<file path="config.mk">
export PLATFORM = sky130hd
export DESIGN_NAME = page_walker
export DESIGN_NICKNAME = d
export VERILOG_FILES = /design/src/rtl/pw_pkg.sv /design/src/rtl/pw_ctrl.sv /design/src/rtl/pw_dpath.sv /design/src/rtl/page_walker.sv
export SDC_FILE = /design/constraint.sdc
export NUM_CORES = 1
export LEC_CHECK = 0
export ABC_AREA = 1
export BUFFER_PORTS_ARGS = -buffer_cell sky130_fd_sc_hd__buf_4
export CAP_MARGIN = 20
export CORE_MARGIN = 5
export CORE_UTILIZATION = 25
export DETAILED_ROUTE_END_ITERATION = 16
export GPL_TIMING_DRIVEN = 1
export PLACE_DENSITY = 0.56
export RECOVER_POWER = 25
export REMOVE_ABC_BUFFERS = 1
export SLEW_MARGIN = 20
export SYNTH_ARGS = -nofsm -noshare
export SYNTH_HDL_FRONTEND = slang
export SYNTH_SLANG_ARGS = --single-unit
</file>
<file path="constraint.sdc">
create_clock -name clk -period 5.94 [get_ports clk]
set_input_delay 0.594 -clock clk [delete_from_list [all_inputs] [get_ports clk]]
set_output_delay 0.594 -clock clk [all_outputs]
set_load 0.02 [all_outputs]
</file>
<file path="src/rtl/pw_pkg.sv">
package pw_pkg;
  typedef struct packed {
    logic load;
    logic bypass;
    logic step;
    logic finish;
    logic fault;
  } pwStrobe_t;

  typedef enum logic [1:0] {ST_IDLE, ST_READ, ST_RESP} pwState_t;

  localparam int BIT_PRESENT = 0;
  localparam int BIT_WRITE   = 1;
  localparam int BIT_USER    = 2;
  localparam int BIT_LARGE   = 7;
  localparam int BIT_NOEXEC  = 63;
endpackage

</file>
<file path="src/rtl/pw_ctrl.sv">
module pw_ctrl
  import pw_pkg::*;
(
  input  logic      clk,
  input  logic      rstN,
  input  logic      reqValid,
  input  logic      cfgPaging,
  input  logic      memRdDone,
  input  logic      chkFault,
  input  logic      chkLast,
  input  logic      rspReady,
  output logic      reqReady,
  output logic      memRdValid,
  output logic      rspValid,
  output logic      busy,
  output pwStrobe_t strobe
);
  pwState_t state, stateNext;

  always_ff @(posedge clk or negedge rstN) begin
    if (!rstN) state <= ST_IDLE;
    else       state <= stateNext;
  end

  always_comb begin
    strobe    = '0;
    stateNext = state;
    unique case (state)
      ST_IDLE: if (reqValid) begin
        strobe.load = 1'b1;
        if (!cfgPaging) begin
          strobe.bypass = 1'b1;
          stateNext     = ST_RESP;
        end else begin
          stateNext = ST_READ;
        end
      end
      ST_READ: if (memRdDone) begin
        if (chkFault) begin
          strobe.fault = 1'b1;
          stateNext    = ST_RESP;
        end else if (chkLast) begin
          strobe.finish = 1'b1;
          stateNext     = ST_RESP;
        end else begin
          strobe.step = 1'b1;
        end
      end
      ST_RESP: if (rspReady) stateNext = ST_IDLE;
      default: stateNext = ST_IDLE;
    endcase
  end

  assign reqReady   = (state == ST_IDLE);
  assign memRdValid = (state == ST_READ);
  assign rspValid   = (state == ST_RESP);
  assign busy       = (state != ST_IDLE);

  // an unaccepted response stays offered
  assert_rsp_hold_R12: assert property (@(posedge clk) disable iff (!rstN)
    rspValid && !rspReady |=> rspValid);

  // paging off goes straight to a response with no read
  assert_bypass_R4: assert property (@(posedge clk) disable iff (!rstN)
    reqValid && reqReady && !cfgPaging |=> rspValid && !memRdValid);
endmodule

</file>
<file path="src/rtl/pw_dpath.sv">
module pw_dpath
  import pw_pkg::*;
#(
  parameter int VA_W = 48,
  parameter int PA_W = 52
) (
  input  logic            clk,
  input  logic            rstN,
  input  pwStrobe_t       strobe,
  input  logic [VA_W-1:0] reqVaddr,
  input  logic            reqWrite,
  input  logic            reqUser,
  input  logic            reqExec,
  input  logic            cfgPae,
  input  logic            cfgLong,
  input  logic            cfgWp,
  input  logic [PA_W-1:0] cfgRoot,
  input  logic [63:0]     memRdData,
  output logic [PA_W-1:0] memRdAddr,
  output logic            chkFault,
  output logic            chkLast,
  output logic [PA_W-1:0] rspPaddr,
  output logic            rspFault
);
  localparam int PSE_W = 40;

  logic [VA_W-1:0] va;
  logic            wr, usr, ex, pae, lng, wp;
  logic [2:0]      lvl;
  logic [PA_W-1:0] base;

  logic [2:0]      lvlM1;
  logic [5:0]      shAmt;
  logic [VA_W-1:0] shifted;
  logic [9:0]      idx;
  logic [12:0]     offset;
  logic [63:0]     ent;
  logic            isTopPae, isLarge, permFail;
  logic [PA_W-1:0] nextBase, leafPa, largePa, rootBase;

  // first table base, chosen by mode at acceptance
  always_comb begin
    if (!cfgPae)      rootBase = {{(PA_W-32){1'b0}}, cfgRoot[31:12], 12'h000};
    else if (cfgLong) rootBase = {cfgRoot[PA_W-1:12], 12'h000};
    else              rootBase = {cfgRoot[PA_W-1:5], 5'h00};
  end

  // index and entry address for the current level
  always_comb begin
    lvlM1   = lvl - 3'd1;
    shAmt   = 6'd12 + (pae ? 6'd9 : 6'd10) * {3'b000, lvlM1};
    shifted = va >> shAmt;
    idx     = pae ? {1'b0, shifted[8:0]} : shifted[9:0];
    offset  = pae ? {idx, 3'b000} : {1'b0, idx, 2'b00};
    memRdAddr = base + {{(PA_W-13){1'b0}}, offset};
  end

  // entry checks and candidate results
  always_comb begin
    ent      = pae ? memRdData : {32'h0, memRdData[31:0]};
    isTopPae = pae && !lng && (lvl == 3'd3);
    isLarge  = (lvl == 3'd2) && ent[BIT_LARGE];
    permFail = (wr && wp && !ent[BIT_WRITE]) ||
               (usr && !ent[BIT_USER]) ||
               (pae && ex && ent[BIT_NOEXEC]);
    chkFault = !ent[BIT_PRESENT] || (!isTopPae && permFail);
    chkLast  = (lvl == 3'd1) || (!isTopPae && isLarge);
    nextBase = pae ? {ent[PA_W-1:12], 12'h000}
                   : {{(PA_W-32){1'b0}}, ent[31:12], 12'h000};
    leafPa   = {nextBase[PA_W-1:12], va[11:0]};
    largePa  = pae ? {ent[PA_W-1:21], va[20:0]}
                   : {{(PA_W-PSE_W){1'b0}}, ent[20:13], ent[31:22], va[21:0]};
  end

  always_ff @(posedge clk or negedge rstN) begin
    if (!rstN) begin
      va <= '0; wr <= 1'b0; usr <= 1'b0; ex <= 1'b0;
      pae <= 1'b0; lng <= 1'b0; wp <= 1'b0;
      lvl <= 3'd1; base <= '0; rspPaddr <= '0; rspFault <= 1'b0;
    end else begin
      if (strobe.load) begin
        va  <= reqVaddr;  wr <= reqWrite; usr <= reqUser; ex <= reqExec;
        pae <= cfgPae;    lng <= cfgLong; wp <= cfgWp;
        lvl  <= !cfgPae ? 3'd2 : (cfgLong ? 3'd4 : 3'd3);
        base <= rootBase;
        rspFault <= 1'b0;
        if (strobe.bypass) rspPaddr <= {{(PA_W-VA_W){1'b0}}, reqVaddr};
      end
      if (strobe.step) begin
        base <= nextBase;
        lvl  <= lvl - 3'd1;
      end
      if (strobe.finish) begin
        rspPaddr <= isLarge ? largePa : leafPa;
        rspFault <= 1'b0;
      end
      if (strobe.fault) rspFault <= 1'b1;
    end
  end

  // the level counter never leaves the 1..4 range
  assert_level_range_R1: assert property (@(posedge clk) disable iff (!rstN)
    (lvl >= 3'd1) && (lvl <= 3'd4));
endmodule

</file>
<file path="src/rtl/page_walker.sv">
module page_walker
  import pw_pkg::*;
#(
  parameter int VA_W = 48,
  parameter int PA_W = 52
) (
  input  logic            clk,
  input  logic            rstN,
  input  logic            reqValid,
  output logic            reqReady,
  input  logic [VA_W-1:0] reqVaddr,
  input  logic            reqWrite,
  input  logic            reqUser,
  input  logic            reqExec,
  input  logic            cfgPaging,
  input  logic            cfgPae,
  input  logic            cfgLong,
  input  logic            cfgWp,
  input  logic [PA_W-1:0] cfgRoot,
  output logic            memRdValid,
  output logic [PA_W-1:0] memRdAddr,
  input  logic            memRdDone,
  input  logic [63:0]     memRdData,
  output logic            rspValid,
  input  logic            rspReady,
  output logic [PA_W-1:0] rspPaddr,
  output logic            rspFault,
  output logic            busy
);
  pwStrobe_t strobe;
  logic      chkFault, chkLast;

  pw_ctrl u_ctrl (
    .clk(clk), .rstN(rstN), .reqValid(reqValid), .cfgPaging(cfgPaging),
    .memRdDone(memRdDone), .chkFault(chkFault), .chkLast(chkLast),
    .rspReady(rspReady), .reqReady(reqReady), .memRdValid(memRdValid),
    .rspValid(rspValid), .busy(busy), .strobe(strobe)
  );

  pw_dpath #(.VA_W(VA_W), .PA_W(PA_W)) u_dpath (
    .clk(clk), .rstN(rstN), .strobe(strobe), .reqVaddr(reqVaddr),
    .reqWrite(reqWrite), .reqUser(reqUser), .reqExec(reqExec),
    .cfgPae(cfgPae), .cfgLong(cfgLong), .cfgWp(cfgWp), .cfgRoot(cfgRoot),
    .memRdData(memRdData), .memRdAddr(memRdAddr), .chkFault(chkFault),
    .chkLast(chkLast), .rspPaddr(rspPaddr), .rspFault(rspFault)
  );

  // a held response keeps its data
  assert_rsp_stable_R12: assert property (@(posedge clk) disable iff (!rstN)
    rspValid && !rspReady |=> $stable(rspPaddr) && $stable(rspFault));

  // an absent entry turns into a faulting response
  assert_not_present_R5: assert property (@(posedge clk) disable iff (!rstN)
    memRdValid && memRdDone && !memRdData[0] |=> rspValid && rspFault);
endmodule

</file>
; Word-level counts from Yosys, hierarchy flattened
; Index checks and enable logic that the tools add are counted.
[word_totals]
inputBits = 176
ff_bits = 164
[classes]
addsub = 3
shift = 1
reduce_logical = 27
n_mul = 1
mux = 37
n_eq_ne = 9
[ops]
columns = op, count
row1 = two-way mux 52 bit, 9
row2 = two-way mux 64 bit, 1
row3 = adder 52 x 13 -> 52 bit, 1
row4 = >> shifter 48 x 6 -> 10 bit, 1
row5 = two-way mux 2 bit, 10
row6 = two-way mux 3 bit, 6
row7 = two-way mux 13 bit, 1
row8 = two-way mux 12 bit, 1
row9 = logical AND 1 bit, 10
row10 = two-way mux 10 bit, 1
row11 = nonzero test 2 bit, 4
row12 = two-way mux 1 bit, 7
row13 = "adder 4 x 6 -> 6 bit, first input constant", 1
row14 = "== test 3 x 2 -> 1 bit, second input constant", 2
row15 = multiplier 6 x 3 -> 6 bit, 1
row16 = one-hot mux 2 bit (3 select lines), 1
row17 = logical NOT 1 bit, 5
row18 = logical OR 1 bit, 4
row19 = "inequality test 2 x 1 -> 1 bit, second input constant", 2
row20 = AND reduction 4 bit, 1
row21 = "== test 3 x 1 -> 1 bit, second input constant", 1
row22 = "inequality test 3 x 1 -> 1 bit, second input constant", 1
row23 = nonzero test 3 bit, 1
row24 = "subtractor 3 x 1 -> 3 bit, second input constant", 1
row25 = 5 further kinds, 5

; Logic depth before layout (Yosys ltp)
; Gate-level depths: netlist of run 1.
[depth]
ltp_word = 12
ltp_mapped = 35
depth_no_buf = 33

; Modules after synthesis
; From an unflattened synthesis of run 1, not the netlist that was laid out.
[hier_totals]
cells_unflattened = 1635
area_unflattened_um2 = 11023.1
[by_module_without_submodules]
columns = mod, cells_each, instances, area_per_inst_um2, seq_area_each_um2
row1 = pw_dpath, 1600, 1, 10814.1, 3930.0
row2 = pw_ctrl, 35, 1, 209.0, 50.0

; Worst setup path after synthesis of run 1
; OpenSTA, ideal clock, no wires.
[synth_path]
kind = reg2out
startpoint = register u_dpath.lvl[0]
endpoint = output memRdAddr[25]
path_stages_with_launch = 32
t_required_ns = 5.346
setup_slack_ns = 0.389
arrival_time_ns = 4.957
path_buffers = 2
path_cell_list = dfstp_2 -> inv_2 -> buf_2 -> ha_1 -> inv_1 -> nand2_1 -> inv_1 -> nand2_1 -> nand2_1 -> inv_1 -> ha_1 -> nor2_1 -> fa_1 -> nand2_1 -> inv_1 -> clkbuf_1 -> nand3_1 -> nand2_1 -> nor2_1 -> nand2_1 -> nand2_1 -> nand2_1 -> nand2_1 -> ha_1 -> inv_1 -> fa_1 -> o21ai_2 -> a21boi_2 -> o21ai_4 -> nand2_1 -> nor2_1 -> xor2_1
[synth_between]
elab_chain_cells = 7
[synth_lines]
columns = element, line_no
row1 = start: declaration, pw_dpath.sv:29  ; logic [2:0] lvl;
row2 = start signal: assignment, pw_dpath.sv:84  ; lvl <= !cfgPae ? 3'd2 : (cfgLong ? 3'd4 : 3'd3);
row3 = start signal: assignment, pw_dpath.sv:91  ; lvl <= lvl - 3'd1;
row4 = subtractor 3 x 1 -> 3 bit, pw_dpath.sv:50  ; lvlM1 = lvl - 3'd1;
row5 = multiplier 6 x 3 -> 6 bit, pw_dpath.sv:51  ; shAmt = 6'd12 + (pae ? 6'd9 : 6'd10) * {3'b000, lvlM1};
row6 = adder 4 x 6 -> 6 bit, pw_dpath.sv:51
row7 = >> shifter 48 x 6 -> 10 bit, pw_dpath.sv:52  ; shifted = va >> shAmt;
row8 = two-way mux 10 bit, pw_dpath.sv:53  ; idx = pae ? {1'b0, shifted[8:0]} : shifted[9:0];
row9 = two-way mux 13 bit, pw_dpath.sv:54  ; offset = pae ? {idx, 3'b000} : {1'b0, idx, 2'b00};
row10 = adder 52 x 13 -> 52 bit, pw_dpath.sv:55  ; memRdAddr = base + {{(PA_W-13){1'b0}}, offset};
row11 = end: declaration, page_walker.sv:21  ; output logic [PA_W-1:0] memRdAddr,
; Every way passes these cells.

; Worst setup path in the final report of run 1
[layout_path]
startpoint = register u_dpath.lvl[0]
endpoint = output memRdAddr[51]
; Same word-level chain as after synthesis.

==> summary by stage, run 1 <==
Status
The flow ran to the end, but the final reports show violations. The final reports fail on max-capacitance violations, max-slew violations.

Worst setup path
The top fanout value on the critical path is 5. The sort of element at the start of the critical path is a flop. The worst reg-to-reg path cell count is 14. The startpoint of the most critical register-to-register path is u_dpath.lvl[0]. The critical path capture point type is a primary output. The endpoint identified for the worst register-to-register timing path is u_dpath.base[25]. The critical path in this run is classified as flop to primary output.

The register-to-register path setup slack is 2.09 ns. STA puts the critical path data required time at 5.35 ns. The dominant cell type by count on the critical path is sky130_fd_sc_hd__nand2_1. In this design, the stage delay of the slowest critical-path cell is 0.63 ns. The slowest stage of the critical path is the sky130_fd_sc_hd__fa_2 cell. Data arrives at the worst endpoint at 5.15 ns.

Yosys
Synthesis produced 1628 cells. The cell area that synthesis handed to floorplanning was 0.0111 mm2. The synthesized netlist contains between 40 and 50 unique library cells. After synthesis, the largest family of logic cells by area is simple AND/OR/NAND/NOR gates. The share of synthesized registers carrying an async set or reset is 100%. Summing the areas of all and, or, nand and nor instances in the mapped netlist gives a little under two fifths of the synthesized area. The mux share of post-synthesis cell area is 0%. After Yosys synthesis, full adders, half adders and majority gates account for 2.05% of the synthesized area. After synthesis, flip-flops and latches occupy 35.8% of the total area.

The post-synthesis xor/xnor area fraction is under 10%. Among all flip-flop cells after synthesis, the most frequent one is sky130_fd_sc_hd__dfrtp_1. A synthesized cell averages slightly below 7 um2. In this run, synthesis produced a sequential element count of 159. The count of yosys warnings during synthesis is 0. Counting flops with a built-in enable in the synthesized netlist gives 0. The post-synthesis compound-gate area fraction is 11.6%.

Routing
After detailed routing, the number of remaining DRC violations is 0. Before antenna repair, the detailed router went through 5 iterations. The number of routed nets with antenna violations is 0. The detailed-route wire length is 47.4 mm. The violation count after the first detailed-route iteration is 935. The overall via count from detail_route is 12100. Dividing the detail-routed via count by the number of cells gives between 4 and 5.

The routed length per instance is 19.2 um.

Timing
The total count of hold-check failures in the final report is 0. Setup repair after global routing could not meet its margin everywhere. The fraction of the cycle the final worst path needs is 96.8%. The worst setup skew after layout is between 0.007 and 0.008 ns. The routed design could run at a clock period as short as 5.75 ns.

The setup-violating endpoint count in the final report is 0. The final hold slack is around 0.34 ns. The tightest slew margin relative to the limit is -115%. The final max-slew violation count is 53. The slew at the pin closest to its max-slew limit is 3.22 ns.

Static timing analysis puts the maximum clock frequency at 174 MHz.

Global routing
The initial antenna violation count came to 0. The total overflow reported by the global router is 0. The global routing usage summed across all routing layers is 19.4%. The first-pass GRT wire length is 72.2 mm. The number of global-route vias before repair came to roughly 12000. The pin count of the biggest net entering global routing is 69.

Cells and area
Relative to the synthesized area, the layout overhead comes to 31.4%. The count of fill cells added during filler insertion is 4913. The post-route netlist has 22.9% of its cells at a drive strength greater than 1.

The antenna diode count is 0. The area occupied by registers is approximately 0.004 mm2. The area of the multi-input gates is 0.00638 mm2. The final instance count without filler cells is 2476.

The net count of the finished layout is 2064.

Place
The final weighted congestion in routability-driven placement is 0.895. The post-detailed-placement half-perimeter wirelength is 36.4 mm. The post-placement cell count is 2427. The number of input and output port buffers inserted is 258.

Run
The reported max-cap violation count is 1.

Min path
The startpoint of the tightest hold check path is reqExec. The terminating pin of the worst hold path is u_dpath.ex. The worst hold path belongs to the class input port to flop.

Counting instances, the worst hold path has a depth of 3.

CTS
The longest clock path from root to sink contains 2 buffers. TritonCTS built the clock tree. The clock-pin slew of the registers on the worst-case setup and hold paths is ~0.070 ns. Counting the buffers created by CTS gives 17. The number of levels the H-tree was split into is 4. The root buffer cell is sky130_fd_sc_hd__clkbuf_16. For the worst-skew pair, the clock arrives at the later sink with an insertion delay of 0.46 ns.

The clock net sink count is roughly 160.

Floorplanning
The width of the chip is 221 um. The die extent in y is between 200 and 250 um. The die area is 0.0487 mm2. The core footprint is between 0.04 and 0.05 mm2. Once the floorplan was initialized, standard cells occupied 25.2% of the core. After floorplanning, the core was divided into 77 placement rows. approximately 290 I/O pins were placed.
-- layout by cell type (no fill, tap or decap), drive strengths merged --
| master | Yosys | final |
|---|---|---|
| fa | 2 | 2 |
| dfstp | 1 | 1 |
| conb | 1 | 4 |
| nor4 | 6 | 6 |
| nor2 | 73 | 73 |
| o221ai | 16 | 16 |
| ha | 15 | 15 |
| a211oi | 4 | 4 |
| xor2 | 34 | 34 |
| a31oi | 4 | 4 |
| o21ai | 87 | 87 |
| a21boi | 7 | 7 |
| inv | 137 | 141 |
| a21oi | 20 | 20 |
| or2 | 1 | 1 |
| clkinvlp | 0 | 2 |
| nand2 | 550 | 550 |
| o22ai | 2 | 2 |
| a32o | 1 | 1 |
| clkbuf | 34 | 22 |
| buf | 58 | 310 |
| xnor2 | 6 | 6 |
| clkinv | 1 | 8 |
| and3 | 2 | 2 |
| o211ai | 51 | 51 |
| nand3 | 302 | 302 |
| nand4 | 17 | 17 |
| nor3 | 26 | 26 |
| dfrtp | 158 | 158 |
| nand3b | 3 | 3 |
| a22oi | 9 | 9 |
-- repair_timing --
item,CTS,global route
pin swaps,5,24
setup endpoints to repair,33,35
buffers inserted,7,11
hold buffers,0,0
gates resized for setup,14,59
-- logic make-up after synthesis --
group           count (synthesis)
compound gates                201
xor+xnor                       40
fa+ha+maj                      17
buf+inv                       230
flops                         159
other cells                     1
simple gates                  980
-- Yosys cell counts, types with 6 or more instances --
master / number / share of area (%)
sky130_fd_sc_hd__o21ai_0: 75 / 3.4
sky130_fd_sc_hd__o21ai_1: 10 / 0.45
sky130_fd_sc_hd__buf_1: 13 / 0.44
sky130_fd_sc_hd__inv_2: 8 / 0.27
sky130_fd_sc_hd__xnor2_1: 6 / 0.47
sky130_fd_sc_hd__buf_2: 32 / 1.4
sky130_fd_sc_hd__buf_6: 7 / 0.71
sky130_fd_sc_hd__inv_1: 129 / 4.4
sky130_fd_sc_hd__nor3_1: 25 / 1.1
sky130_fd_sc_hd__nand3_2: 7 / 0.63
sky130_fd_sc_hd__nor4_1: 6 / 0.34
sky130_fd_sc_hd__xor2_1: 33 / 2.6
sky130_fd_sc_hd__o221ai_1: 16 / 1.3
sky130_fd_sc_hd__nand3_1: 295 / 13
sky130_fd_sc_hd__a22oi_1: 9 / 0.61
sky130_fd_sc_hd__a21oi_1: 19 / 0.86
sky130_fd_sc_hd__nor2_1: 67 / 2.3
sky130_fd_sc_hd__nand2_2: 6 / 0.34
sky130_fd_sc_hd__clkbuf_1: 34 / 1.1
sky130_fd_sc_hd__nand2_1: 542 / 18
sky130_fd_sc_hd__buf_4: 6 / 0.41
sky130_fd_sc_hd__ha_1: 15 / 1.7
sky130_fd_sc_hd__dfrtp_1: 158 / 36
sky130_fd_sc_hd__nand4_1: 17 / 0.96
sky130_fd_sc_hd__a21boi_0: 6 / 0.41
sky130_fd_sc_hd__o211ai_1: 50 / 3.4
-- worst max-delay path by stage --
stage / startpoint / endpoint / slack [ns]
finish: u_dpath.lvl[0] / memRdAddr[51] / 0.19
detailed placement: u_dpath.lvl[0] / memRdAddr[19] / 0.16
global placement: u_dpath.lvl[0] / memRdAddr[19] / 0.15
CTS: u_dpath.lvl[0] / memRdAddr[23] / 0.06
floorplan: u_dpath.pae / memRdAddr[25] / -0.90
global route: u_dpath.lvl[0] / memRdAddr[39] / -0.11
-- through the flow --
step	TNS [ns]	setup slack [ns]	util (%)	area, um2
floorplan	-26.34	-0.905	-	10700
global placement	0	0.150	30.9	13600
detailed placement	0	0.156	30.9	13600
CTS	0	0.0626	32.4	14300
global route	-0.992	-0.114	33.1	14600
finish	0	0.192	33.1	14600
-- per-layer routing --
metal  share of wire (%)  routed length, um  global-route usage, %  vias to the layer above
met5                   0                  0                      0                        -
met4                 2.6               1240                   6.59                        0
met3                 5.8               2770                   3.53                       51
met2                  46              21700                   30.4                      386
met1                  46              21700                   26.9                     5815
li1                    -                  -                      -                     5885
-- layout make-up --
| type | instances | area share (%) |
|---|---|---|
| clock buffers | 19 | 3.10 |
| clock inverters | 13 | 0.729 |
| inverters | 138 | 3.66 |
| multi-input cells | 1242 | 43.7 |
| flip-flops and latches | 159 | 27.3 |
| well taps | 592 | 5.08 |
| repair buffers | 313 | 16.4 |
-- registers in the layout (all words and copies together) (netlist names) --
signal,flops
u_dpath.ex,1
u_dpath.wp,1
u_ctrl.state,2
u_dpath.lng,1
u_dpath.va,48
u_dpath.rspPaddr,52
u_dpath.pae,1
u_dpath.lvl,3
u_dpath.rspFault,1
u_dpath.usr,1
u_dpath.base,47
u_dpath.wr,1
-- critical path: cells and delay by family (launching register included) --
| kind | cells | cell delay (ns) |
|---|---|---|
| flip-flops | 1 | 0.54 |
| AO/OA/AOI/OAI | 4 | 0.66 |
| adder cells (fa/ha/maj) | 5 | 1.60 |
| AND/OR/NAND/NOR | 14 | 1.12 |
| buffers and inverters | 9 | 0.78 |
Power of run 1 is not shown: default switching activity piles up to over one toggle a cycle in this logic, so the estimate is an artifact.
==> inputs of run 2 (changes only) <==
--- a/config.mk
+++ b/config.mk
@@ -10,6 +10,7 @@
 export CAP_MARGIN = 20
 export CORE_MARGIN = 5
 export CORE_UTILIZATION = 25
+export CTS_BUF_LIST = sky130_fd_sc_hd__clkbuf_8
 export DETAILED_ROUTE_END_ITERATION = 16
 export GPL_TIMING_DRIVEN = 1
 export PLACE_DENSITY = 0.56
==> run 2 against run 1 <==
Compared with the run above: the flow still finishes with violations (max-capacitance violations, max-slew violations); via count increased by 0.16%; die area unchanged; critical path depth decreased by 2; sequential share of layout area increased by 0.18 points; utilization is 0.21 points lower; wire length is 0.34% higher; clock-buffer cell count unchanged; flip-flop and latch count unchanged; clock skew grew 0.0079 ns; register-to-register slack barely moved.
==> summary by stage, run 2 (synthesized netlist as in run 1, its figures left out) <==
Status
Result of the run: finished with violations (unchanged). Violations in the final reports: max-capacitance violations, max-slew violations (unchanged).

Worst setup path
The worst reg-to-reg path cell count is 14 (unchanged). The top fanout value on the critical path is 5 (unchanged). The sort of element at the start of the critical path is a flop (unchanged). The critical path arrival is 5.25 ns (was 5.15 ns).

The slowest cell on the critical path was sky130_fd_sc_hd__fa_2 (unchanged). The classification of the worst setup path is flop to primary output (unchanged). The delay of the slowest critical-path stage is 0.63 ns (about the same). The critical path capture point type is a primary output (unchanged). The worst path required time is 5.35 ns (about the same).

Floorplanning
The starting utilization of the core area is 25.2% (unchanged). The number of top-level pins was 285 (unchanged). The die area came to 0.0487 mm2 (unchanged). The core footprint is 0.0441 mm2 (unchanged). The width of the chip is 221 um (unchanged). The die extent in y is 221 um (unchanged). The number of cell rows is 77 (unchanged).

Timing
The final period demand of the worst path is 5.84 ns (was 5.75 ns). Setup repair after global routing missed its margin: true (unchanged). The slew at the pin closest to its max-slew limit is 3.22 ns (about the same). The fraction of the cycle the final worst path needs is 98.3% (was 96.8%).

The total count of hold-check failures in the final report is 0 (unchanged). The final max-slew violation count is 53 (unchanged). The sum of negative setup slack is 0 ns (unchanged). The worst setup skew after layout is 0.0156 ns (was 0.00770 ns). The maximum frequency from static timing analysis is 171 MHz (was 174 MHz).

The tightest slew margin relative to the limit came to -114% (was -115%). The setup-violating endpoint count in the final report came to 0 (unchanged). The final hold slack is 0.292 ns (was 0.335 ns).

Cells and area
The post-route cell area is 0.0145 mm2 (was 0.0146 mm2). The antenna diode count was 0 (unchanged). Top Registers: u_dpath.rspPaddr x52, u_dpath.va x48, u_dpath.base x47 (unchanged).

The area of the multi-input gates is 0.00646 mm2 (was 0.00638 mm2). The share of cells above drive strength 1 came to 23.5% (was 22.9%). The final instance count without filler cells came to 2475 (was 2476). The count of fill cells added during filler insertion is 4923 (was 4913). The most common cell after layout, fill and taps aside is sky130_fd_sc_hd__nand2_1 (unchanged). The register containing the most flip-flops in the final layout is u_dpath.rspPaddr (unchanged).

The area occupied by registers was 0.00398 mm2 (unchanged). The layout overhead on the synthesized area is 30.5% (was 31.4%). Leading cell types in the layout, fill and taps excluded: sky130_fd_sc_hd__nand2_1, sky130_fd_sc_hd__buf_4, sky130_fd_sc_hd__nand3_1, sky130_fd_sc_hd__dfrtp_1, sky130_fd_sc_hd__inv_1 (unchanged). The flip-flop count of the largest register, all copies and words added is 52 (unchanged).

The net count of the finished layout is 2063 (was 2064).

Run
The reported max-cap violation count is 1 (unchanged).

Routing
The overall via count from detail_route is 12200 (was 12100). The violation count after the first detailed-route iteration is 978 (was 935). The number of optimization iterations in the first detailed-route pass is 5 (unchanged). The routed length per instance was 19.2 um (about the same).

The detail-routed via count per cell is 4.91 (was 4.90). The number of routed nets with antenna violations was 0 (unchanged). The detailed-route wire length is 47.6 mm (was 47.4 mm). The remaining routing DRC violations is 0 (unchanged).

Min path
The number of cells traversed by the worst hold path is 3 (unchanged). The class of the most critical hold timing path is input port to flop (unchanged).

Place
The post-placement cell count is 2427 (unchanged). The placed standard-cell area came to 0.0136 mm2 (unchanged). The post-detailed-placement half-perimeter wirelength came to 36.4 mm (unchanged). The number of input and output port buffers inserted is 258 (unchanged). The final weighted congestion in routability-driven placement is 0.895 (unchanged).

CTS
The source-to-sink clock delay at the later pin of the worst-skew pair is 0.50 ns (was 0.46 ns). The TritonCTS clock tree was done (unchanged). The number of buffers created by CTS was 17 (unchanged). The clock net sink count is 159 (unchanged). The clock-pin slew of the registers on the worst-case setup and hold paths is 0.10 ns (was 0.07 ns). The number of levels the H-tree was split into is 4 (unchanged).

The root buffer cell is sky130_fd_sc_hd__clkbuf_8 (was sky130_fd_sc_hd__clkbuf_16). The buffer levels on the longest clock path is 2 (unchanged).

Global routing
The initial antenna violation count came to 0 (unchanged). The number of global-route vias before repair is 11900 (about the same). The first-pass GRT wire length was 72.1 mm (was 72.2 mm). The global routing usage summed across all routing layers is 19.3% (was 19.4%). The pin count of the biggest net entering global routing is 69 (unchanged). The total overflow reported by the global router came to 0 (unchanged).
[run 2: what timing repair did]
action / 4_1_cts / 5_1_grt
pin swaps: 5 / 25
resized for setup: 17 / 72
hold buffers: 0 / 0
gates cloned: 0 / 0
endpoints found under the setup margin: 35 / 38
buffers inserted: 7 / 10
[run 2: final cells by class]
class	count	share of cell area (%)
Clock buffer	19	1.80
Clock inverter	13	0.733
Inverter	138	3.68
Multi-Input combinational cell	1242	44.6
Sequential cell	159	27.5
Tap cell	592	5.11
Timing Repair Buffer	312	16.6
[run 2: per-stage QoR]
step	worst slack [ns]	utilization, %
detailed placement	0.156	30.9
global placement	0.150	30.9
CTS	0.00252	32.0
floorplan	-0.905	-
finish	0.0981	32.9
global route	-0.205	32.9
[run 2: routing by layer]
metal | up-vias | wire length [um] | GRT usage, %
met4 | 0 | 1110 | 5.75
met3 | 41 | 2720 | 3.75
met1 | 5854 | 21900 | 26.9
li1 | 5886 | - | -
met5 | - | 0 | 0
met2 | 375 | 21900 | 30.4
[run 2: worst paths after layout]
path / end / from / slack (ns)
worst max-delay path: memRdAddr[19] / u_dpath.lvl[0] / 0.1
worst min-delay path: u_dpath.ex / reqExec / 0.29
worst max register to register: u_dpath.base[13] / u_dpath.lvl[0] / 2.10
worst min register to register: u_dpath.ex / u_dpath.ex / 0.49
max in group asynchronous: u_dpath.pae / rstN / 2.00
min in group asynchronous: u_dpath.va[7] / rstN / 1.16
[run 2: worst max-delay path, delay by kind of cell, from the launching register on]
family	cells	cell delay [ns]
XOR/XNOR	1	0.20
AND/OR/NAND/NOR	11	0.96
buffers and inverters	9	0.79
flip-flops	1	0.55
AO/OA/AOI/OAI	4	0.66
adder cells (fa/ha/maj)	5	1.60
Power of run 2 is left out for the same reason.
